==> src/rtl/scr_pkg.sv <==
package scr_pkg;
  localparam int SPD_W   = 9;
  localparam int MODE_W  = 2;
  localparam int PH_W    = 2;
  localparam int NUM_PH  = 4;
  localparam int MODE_LSB = SPD_W;
  localparam int PH_LSB   = SPD_W + MODE_W;
  localparam int WORD_W   = PH_LSB + NUM_PH * PH_W;

  // phase field order inside the word
  localparam int PH_RST = 0;
  localparam int PH_CLP = 1;
  localparam int PH_SMP = 2;
  localparam int PH_FT  = 3;

  typedef logic [WORD_W-1:0] word_t;
  typedef logic [PH_W-1:0]   ph_t;
endpackage

==> src/rtl/scr_sync.sv <==
module scr_sync #(
  parameter int            W       = 1,
  parameter int            STAGES  = 2,
  parameter logic [W-1:0]  RST_VAL = '0
) (
  input  logic         clk_i,
  input  logic         rst_ni,
  input  logic [W-1:0] d_i,
  output logic [W-1:0] q_o
);
  logic [W-1:0] chain_q [STAGES];

  for (genvar g = 0; g < STAGES; g++) begin : g_stage
    always_ff @(posedge clk_i or negedge rst_ni) begin
      if (!rst_ni) chain_q[g] <= RST_VAL;
      else if (g == 0) chain_q[g] <= d_i;
      else chain_q[g] <= chain_q[(g == 0) ? 0 : g-1];
    end
  end

  assign q_o = chain_q[STAGES-1];
endmodule

==> src/rtl/scr_shift.sv <==
module scr_shift
  import scr_pkg::*;
(
  input  logic  clk_i,
  input  logic  rst_ni,
  input  logic  sck_s_i,
  input  logic  sdi_s_i,
  input  logic  stb_s_i,
  output word_t hold_o,
  output logic  load_o
);
  logic  sck_q, stb_q, load_q;
  word_t sh_q, hold_q;
  logic  sck_rise, stb_rise;

  assign sck_rise = sck_s_i & ~sck_q;
  assign stb_rise = stb_s_i & ~stb_q;

  always_ff @(posedge clk_i or negedge rst_ni) begin
    if (!rst_ni) begin
      sck_q  <= 1'b1;
      stb_q  <= 1'b1;
      sh_q   <= '0;
      hold_q <= '0;
      load_q <= 1'b0;
    end else begin
      sck_q  <= sck_s_i;
      stb_q  <= stb_s_i;
      load_q <= stb_rise;
      // first bit sent drifts down to bit 0
      if (sck_rise) sh_q <= {sdi_s_i, sh_q[WORD_W-1:1]};
      if (stb_rise) hold_q <= sh_q;
    end
  end

  assign hold_o = hold_q;
  assign load_o = load_q;

  p_shift_on_sck_r1: assert property (@(posedge clk_i) disable iff (!rst_ni)
    !$stable(sh_q) |-> $past(sck_rise));
  p_hold_on_stb_r2: assert property (@(posedge clk_i) disable iff (!rst_ni)
    !$stable(hold_q) |-> $past(stb_rise));
endmodule

==> src/rtl/scr_stage.sv <==
module scr_stage
  import scr_pkg::*;
(
  input  logic                        clk_i,
  input  logic                        rst_ni,
  input  word_t                       hold_i,
  input  logic                        load_i,
  input  logic                        line_i,
  input  logic                        rdo_i,
  output logic [SPD_W-1:0]            spd_o,
  output logic [MODE_W-1:0]           mode_o,
  output logic [NUM_PH-1:0][PH_W-1:0] ph_o
);
  logic [SPD_W-1:0]            spd_q;
  logic [MODE_W-1:0]           mode_q;
  logic [NUM_PH-1:0][PH_W-1:0] ph_q, ph_nx;
  logic                        word_new_q, spd_pend_q, line_hit;

  for (genvar g = 0; g < NUM_PH; g++) begin : g_ph
    assign ph_nx[g] = hold_i[PH_LSB + g*PH_W +: PH_W];
  end

  assign line_hit = line_i & rdo_i;

  always_ff @(posedge clk_i or negedge rst_ni) begin
    if (!rst_ni) begin
      ph_q       <= '0;
      mode_q     <= '0;
      spd_q      <= '0;
      word_new_q <= 1'b0;
      spd_pend_q <= 1'b0;
    end else begin
      if (line_hit) begin
        if (spd_pend_q) begin
          spd_q      <= hold_i[SPD_W-1:0];
          spd_pend_q <= 1'b0;
        end else if (word_new_q) begin
          mode_q     <= hold_i[MODE_LSB +: MODE_W];
          spd_pend_q <= 1'b1;
          word_new_q <= 1'b0;
        end
      end
      // a fresh word wins over a same-cycle clear
      if (load_i) begin
        ph_q       <= ph_nx;
        word_new_q <= 1'b1;
      end
    end
  end

  assign spd_o  = spd_q;
  assign mode_o = mode_q;
  assign ph_o   = ph_q;

  p_phase_on_load_r4: assert property (@(posedge clk_i) disable iff (!rst_ni)
    !$stable(ph_q) |-> $past(load_i));
  p_mode_on_line_r5: assert property (@(posedge clk_i) disable iff (!rst_ni)
    !$stable(mode_q) |-> $past(line_i && rdo_i));
  p_spd_on_line_r6: assert property (@(posedge clk_i) disable iff (!rst_ni)
    !$stable(spd_q) |-> $past(line_i && rdo_i));
  p_not_together_r6: assert property (@(posedge clk_i) disable iff (!rst_ni)
    !(!$stable(mode_q) && !$stable(spd_q)));
  p_pend_after_mode_r6: assert property (@(posedge clk_i) disable iff (!rst_ni)
    !$stable(mode_q) |-> spd_pend_q);
  p_no_rdo_no_change_r7: assert property (@(posedge clk_i) disable iff (!rst_ni)
    (line_i && !rdo_i) |=> ($stable(mode_q) && $stable(spd_q)));
endmodule

==> src/rtl/scr_ctrl.sv <==
module scr_ctrl
  import scr_pkg::*;
#(
  parameter int SYNC_STAGES = 2
) (
  input  logic              clk_i,
  input  logic              rst_ni,
  input  logic              sck_i,
  input  logic              sdi_i,
  input  logic              stb_i,
  input  logic              line_start_i,
  input  logic              rdo_act_i,
  output logic [SPD_W-1:0]  spd_o,
  output logic [MODE_W-1:0] mode_o,
  output logic [PH_W-1:0]   ph_rst_o,
  output logic [PH_W-1:0]   ph_clp_o,
  output logic [PH_W-1:0]   ph_smp_o,
  output logic [PH_W-1:0]   ph_ft_o
);
  logic [2:0]                  ser_s;
  word_t                       hold;
  logic                        load;
  logic [NUM_PH-1:0][PH_W-1:0] ph;

  // {stb, sdi, sck}; pulled-up lines reset high to avoid a false edge
  scr_sync #(.W(3), .STAGES(SYNC_STAGES), .RST_VAL(3'b101)) u_sync (
    .clk_i  (clk_i),
    .rst_ni (rst_ni),
    .d_i    ({stb_i, sdi_i, sck_i}),
    .q_o    (ser_s)
  );

  scr_shift u_shift (
    .clk_i   (clk_i),
    .rst_ni  (rst_ni),
    .sck_s_i (ser_s[0]),
    .sdi_s_i (ser_s[1]),
    .stb_s_i (ser_s[2]),
    .hold_o  (hold),
    .load_o  (load)
  );

  scr_stage u_stage (
    .clk_i  (clk_i),
    .rst_ni (rst_ni),
    .hold_i (hold),
    .load_i (load),
    .line_i (line_start_i),
    .rdo_i  (rdo_act_i),
    .spd_o  (spd_o),
    .mode_o (mode_o),
    .ph_o   (ph)
  );

  assign ph_rst_o = ph[PH_RST];
  assign ph_clp_o = ph[PH_CLP];
  assign ph_smp_o = ph[PH_SMP];
  assign ph_ft_o  = ph[PH_FT];
endmodule

==> config.mk <==
export PLATFORM = sky130hd
export DESIGN_NAME = scr_ctrl
export DESIGN_NICKNAME = d
export VERILOG_FILES = /design/src/rtl/scr_pkg.sv /design/src/rtl/scr_sync.sv /design/src/rtl/scr_shift.sv /design/src/rtl/scr_stage.sv /design/src/rtl/scr_ctrl.sv
export SDC_FILE = /design/constraint.sdc
export NUM_CORES = 1
export LEC_CHECK = 0
export BUFFER_PORTS_ARGS = -buffer_cell sky130_fd_sc_hd__buf_2
export CAP_MARGIN = 20
export CORE_ASPECT_RATIO = 0.75
export CORE_UTILIZATION = 57
export CTS_CLUSTER_SIZE = 8
export DETAILED_ROUTE_END_ITERATION = 8
export PLACE_DENSITY_LB_ADDON = 0.08
export SYNTH_ARGS = -nofsm -noshare
export SYNTH_HDL_FRONTEND = slang
export SYNTH_SLANG_ARGS = --single-unit
==> constraint.sdc <==
create_clock -name clk_i -period 1.8 [get_ports clk_i]
set_clock_uncertainty 0.05 [all_clocks]
set_input_delay 0.09 -clock clk_i [delete_from_list [all_inputs] [get_ports clk_i]]
set_output_delay 0.09 -clock clk_i [all_outputs]
set_load 0.01 [all_outputs]
# Word level (Yosys, flattened, before mapping)

Cells that the tools add are included.

Eq/ne operators: 1
Multiplexer cells: 5
Bitwise logic cells: 6
Reduce and logical (&&, ||, !) cells: 4

Operators with widths:

| cell               | number |
|---|---|
| $mux 1             | 5 |
| $reduce_and 2->1   | 2 |
| $and 1x1->1        | 3 |
| $not 1->1          | 3 |
| $reduce_and 3->1   | 1 |
| $ne 2x2->1 const B | 1 |
| $reduce_bool 2->1  | 1 |

Bits in registers: 68
Input bits: 7
Logic and storage cells: 31

# Longest topological paths before layout

Word-level depth: 3
Depth in mapped cells: 4
Mapped depth without buffers: 2

# Cells and area by module

Synthesis repeated with hierarchy kept, for this count alone.

Cell total of the unflattened synthesis: 142
Area total of the unflattened synthesis: 2528.7 um2

Modules (own cells, without submodules):

| module    | times used | cells each | area each (um2) | seq. area each (um2) |
|---|---|---|---|---|
| scr_shift | 1          | 86         | 1559.0          | 1028.5 |
| scr_stage | 1          | 47         | 792.0           | 525.5 |
| scr_sync  | 1          | 9          | 177.7           | 155.1 |

# Least setup slack after synthesis

Ideal clock, no wire load.

Path type: register -> register
Start: reg u_shift.sck_q
End: reg u_shift.sh_q[10]
Setup time: 0.125 ns
Arrival: 1.158 ns
Data required time: 1.625 ns
Slack: 0.467 ns
Stages on the path, launching flop included: 5
Buffers on the path: 2
Clock period less this slack: 1.333 ns
Path through: dfstp_2 > nand2b_4 > buf_6 > buf_12 > mux2_4

Longest elaborated chain between the ends: 2

Ends and longest elaborated chain:

| element                | line            | RTL |
|---|---|---|
| start, declared        | scr_shift.sv:12 | `logic sck_q, stb_q, load_q;` |
| start signal, assigned | scr_shift.sv:27 | `sck_q <= sck_s_i;` |
| $not 1->1              | scr_shift.sv:16 | `assign sck_rise = sck_s_i & ~sck_q;` |
| $and 1x1->1            | scr_shift.sv:16 |  |
| end signal, assigned   | scr_shift.sv:31 | `if (sck_rise) sh_q <= {sdi_s_i, sh_q[WORD_W-1:1]};` |
| end, declared          | scr_shift.sv:13 | `word_t sh_q, hold_q;` |

No other way between the ends.
A chain may end at the register's enable or synchronous reset.

# Worst setup path after layout

Start: reg u_shift.sck_q
End: reg u_shift.sh_q[0]

The elaborated chain is that of the path after synthesis.

==> impl_metrics.yaml <==
outcome:
  status: "finished, final reports clean"
clocking:
  insertion_delay_ns: 0.34
  tritoncts: "built"
  cts-htree-levels: 3
  ctsResizeCount: 0
  cts_inserted_buffers: 9
  root_buffer: "clkbuf_8"
  clk_pin_slew_worst_paths_ns: 0.07
  cts_sinks: 68
  clockBufferDepth: 2
sta:
  fin_worst_hold_slack_ns: 0.0283
  tightest_slew_ns: 0.393
  fmax_ghz: 0.729
  slew-limit-headroom: 0.738
  final_hold_viol_count: 0
  tns_ns: 0
  period_share: 0.762
  slew_violations: 0
  rsz0062_at_grt: "false"
  setup_viol: 0
  post-route-min-period_ns: 1.37
worst_setup_path:
  slowest_delay_ns: 0.52
  crit_chain: "nand2b_4 > mux2_2"
  rr_endpoint: "u_shift.sh_q[0]"
  crit_path_max_fanout: 19
  crit_type: "flop to flop"
  crit_buf_inv: 0
  critPathTopFamily: "flip-flops"
  start_kind: "flop"
  arrival_ns: 1.54
  r2r_cells: 2
  required_ns: 1.97
  rrSetupSlack_ns: 0.43
  endpoint_kind: "flop"
  timing.rr.start: "u_shift.sck_q"
  crit_slowest_cell: "dfstp_2"
power:
  ir_drop_v: 0.000781
  p_per_area_nw_per_um2: 1470
  power_mw: 4.31
  leakagePower_nw: 1.47
worst_hold_path:
  min_path_cells: 3
  min-delay-path-class: "primary input to flop"
  min_to: "u_stage.spd_pend_q"
  min_from: "line_start_i"
routing:
  wl_per_cell_um: 15.0
  drt_iter0_drc: 53
  detail_route.first_pass.iterations: 4
  post-route-drc-count: 0
  vias: 1219
  ant_nets: 0
  wl_mm: 3.56
  viasPerCell: 5.14
synth:
  syn_nets: 146
  synthMuxAreaShare: 0.271
  synth_warnings: 0
  syn_area_sq_um: 2510
  synth_top_family_by_area: "multiplexers"
  synth-compound-area-share: 0.00699
  syn_area_per_cell_sq_um: 18.0
  synth-seq-cells: 68
  synthAdderAreaFrac: 0
  syn_inst: 139
  synth.distinct_cells: 17
  synthSimpleGateAreaFrac: 0.0200
  yosysSeqAreaShare: 0.682
  synth-xor-area-share: 0
floorplan:
  core_sq_um: 4130
  initial_utilization: 0.607
  rows: 20
  fp.dieH_um: 59.4
  die_w_um: 78.6
  die_area_sq_um: 4670
  ios: 26
final_layout:
  drive_above_1_share: 0.588
  area_growth_pct: 16.9
  fillers: 279
  antenna_cells: 0
  nNetsFinal: 184
  final_cell_area_sq_um: 2930
  final_core_util: 0.709
job:
  maxCapViolCount: 0
global_routing:
  grt_pass1_wl_mm: 6.00
  grt_pass1_vias: 1247
  antenna_found_initial: 0
  grt_max_degree: 69
  globalRoute.totalOverflow: 0
  grt_usage: 0.186
place:
  placed_area_sq_um: 2690
  io_buffers: 25
  place_congestion: 0.681
==> worst max-delay path by stage <==
stage,start,slack [ns],end,depth (start not counted)
CTS,u_shift.sck_q,0.42,u_shift.sh_q[0],2
finish,u_shift.sck_q,0.43,u_shift.sh_q[0],2
global route,u_shift.sck_q,0.38,u_shift.sh_q[0],2
detailed placement,u_shift.sck_q,0.42,u_shift.sh_q[0],2
floorplan,u_shift.sck_q,0.47,u_shift.sh_q[10],4
global placement,u_shift.sck_q,0.47,u_shift.sh_q[0],2
==> sequential cells by signal, summed over array words and instances (netlist names) <==
register / count
u_shift.hold_o: 19
u_shift.load_o: 1
u_shift.sck_q: 1
u_shift.sh_q: 19
u_shift.stb_q: 1
u_stage.mode_o: 2
u_stage.ph_o: 8
u_stage.spd_o: 9
u_stage.spd_pend_q: 1
u_stage.word_new_q: 1
u_sync.chain_q: 3
u_sync.q_o: 3
==> layer usage <==
metal	GRT usage	vias to the layer above	share of wire
li1	-	567	-
met1	0.230	617	0.46
met2	0.278	27	0.47
met3	0.0877	8	0.051
met4	0.0952	0	0.017
met5	0	-	0
==> worst min-delay path, delay by kind of cell <==
family	cells	cell delay, ns
buffers and inverters	1	0.12
and+or+nand+nor	1	0.04
AOI/OAI and AO/OA	1	0.13
==> synth_stat cells (all sizes together) <==
cell type / n / area, sq um
dfrtp: 62 / 1550
inv: 1 / 3.75
mux2: 57 / 679
a21bo: 1 / 10.0
nand2b: 2 / 20.0
nand3: 1 / 10.0
a21o: 1 / 7.51
nand2: 1 / 3.75
nand3b: 1 / 7.51
nand4b: 1 / 8.76
dfstp: 6 / 158
buf: 5 / 46.3
==> cell type report <==
type	count	area (sq um)	share of cell area
well taps	55	68.8	0.0235
repair buffers	32	200	0.0683
clock buffers	16	200	0.0683
multi-input cells	65	747	0.255
inverters	1	3.75	0.00128
flip-flops and latches	68	1710	0.584
==> report_power, final <==
part	internal [mW]	switching [mW]	total (mW)
logic	0.539	0.299	0.838
registers	2.00	0.274	2.28
clock network	0.690	0.507	1.20
total	3.23	1.08	4.31
==> repair_timing <==
| action | in CTS | in global routing |
|---|---|---|
| setup buffers | 0 | 0 |
| hold endpoints to repair | 71 | 0 |
| hold buffers | 4 | 0 |
==> cells by family (layout without fill, tap and decap cells) <==
group,Yosys count,in the layout
DFF,68,68
AOI/OAI and AO/OA,2,2
buffers and inverters,6,49
and+or+nand+nor,6,6
muxes,57,57
==> through the flow <==
| step | setup WS [ns] | instances |
|---|---|---|
| floorplan | 0.467 | 139 |
| global placement | 0.467 | 217 |
| detailed placement | 0.423 | 217 |
| CTS | 0.421 | 237 |
| global route | 0.378 | 237 |
| finish | 0.429 | 237 |
==> placed cells by master, fill, tap and decap left out <==
master	n
dlygate4sd3_1	4
inv_1	1
buf_2	25
a21o_1	1
dfrtp_1	62
buf_4	2
mux2_1	1
nand2_1	1
mux2_2	46
nand3b_1	1
clkbuf_1	2
nand2b_1	1
nand4b_1	1
nand3_2	1
buf_12	1
nand2b_4	1
a21bo_2	1
mux2_4	10
clkbuf_8	14
dfstp_2	6
No activity file was read; power rests on OpenSTA's default activity.
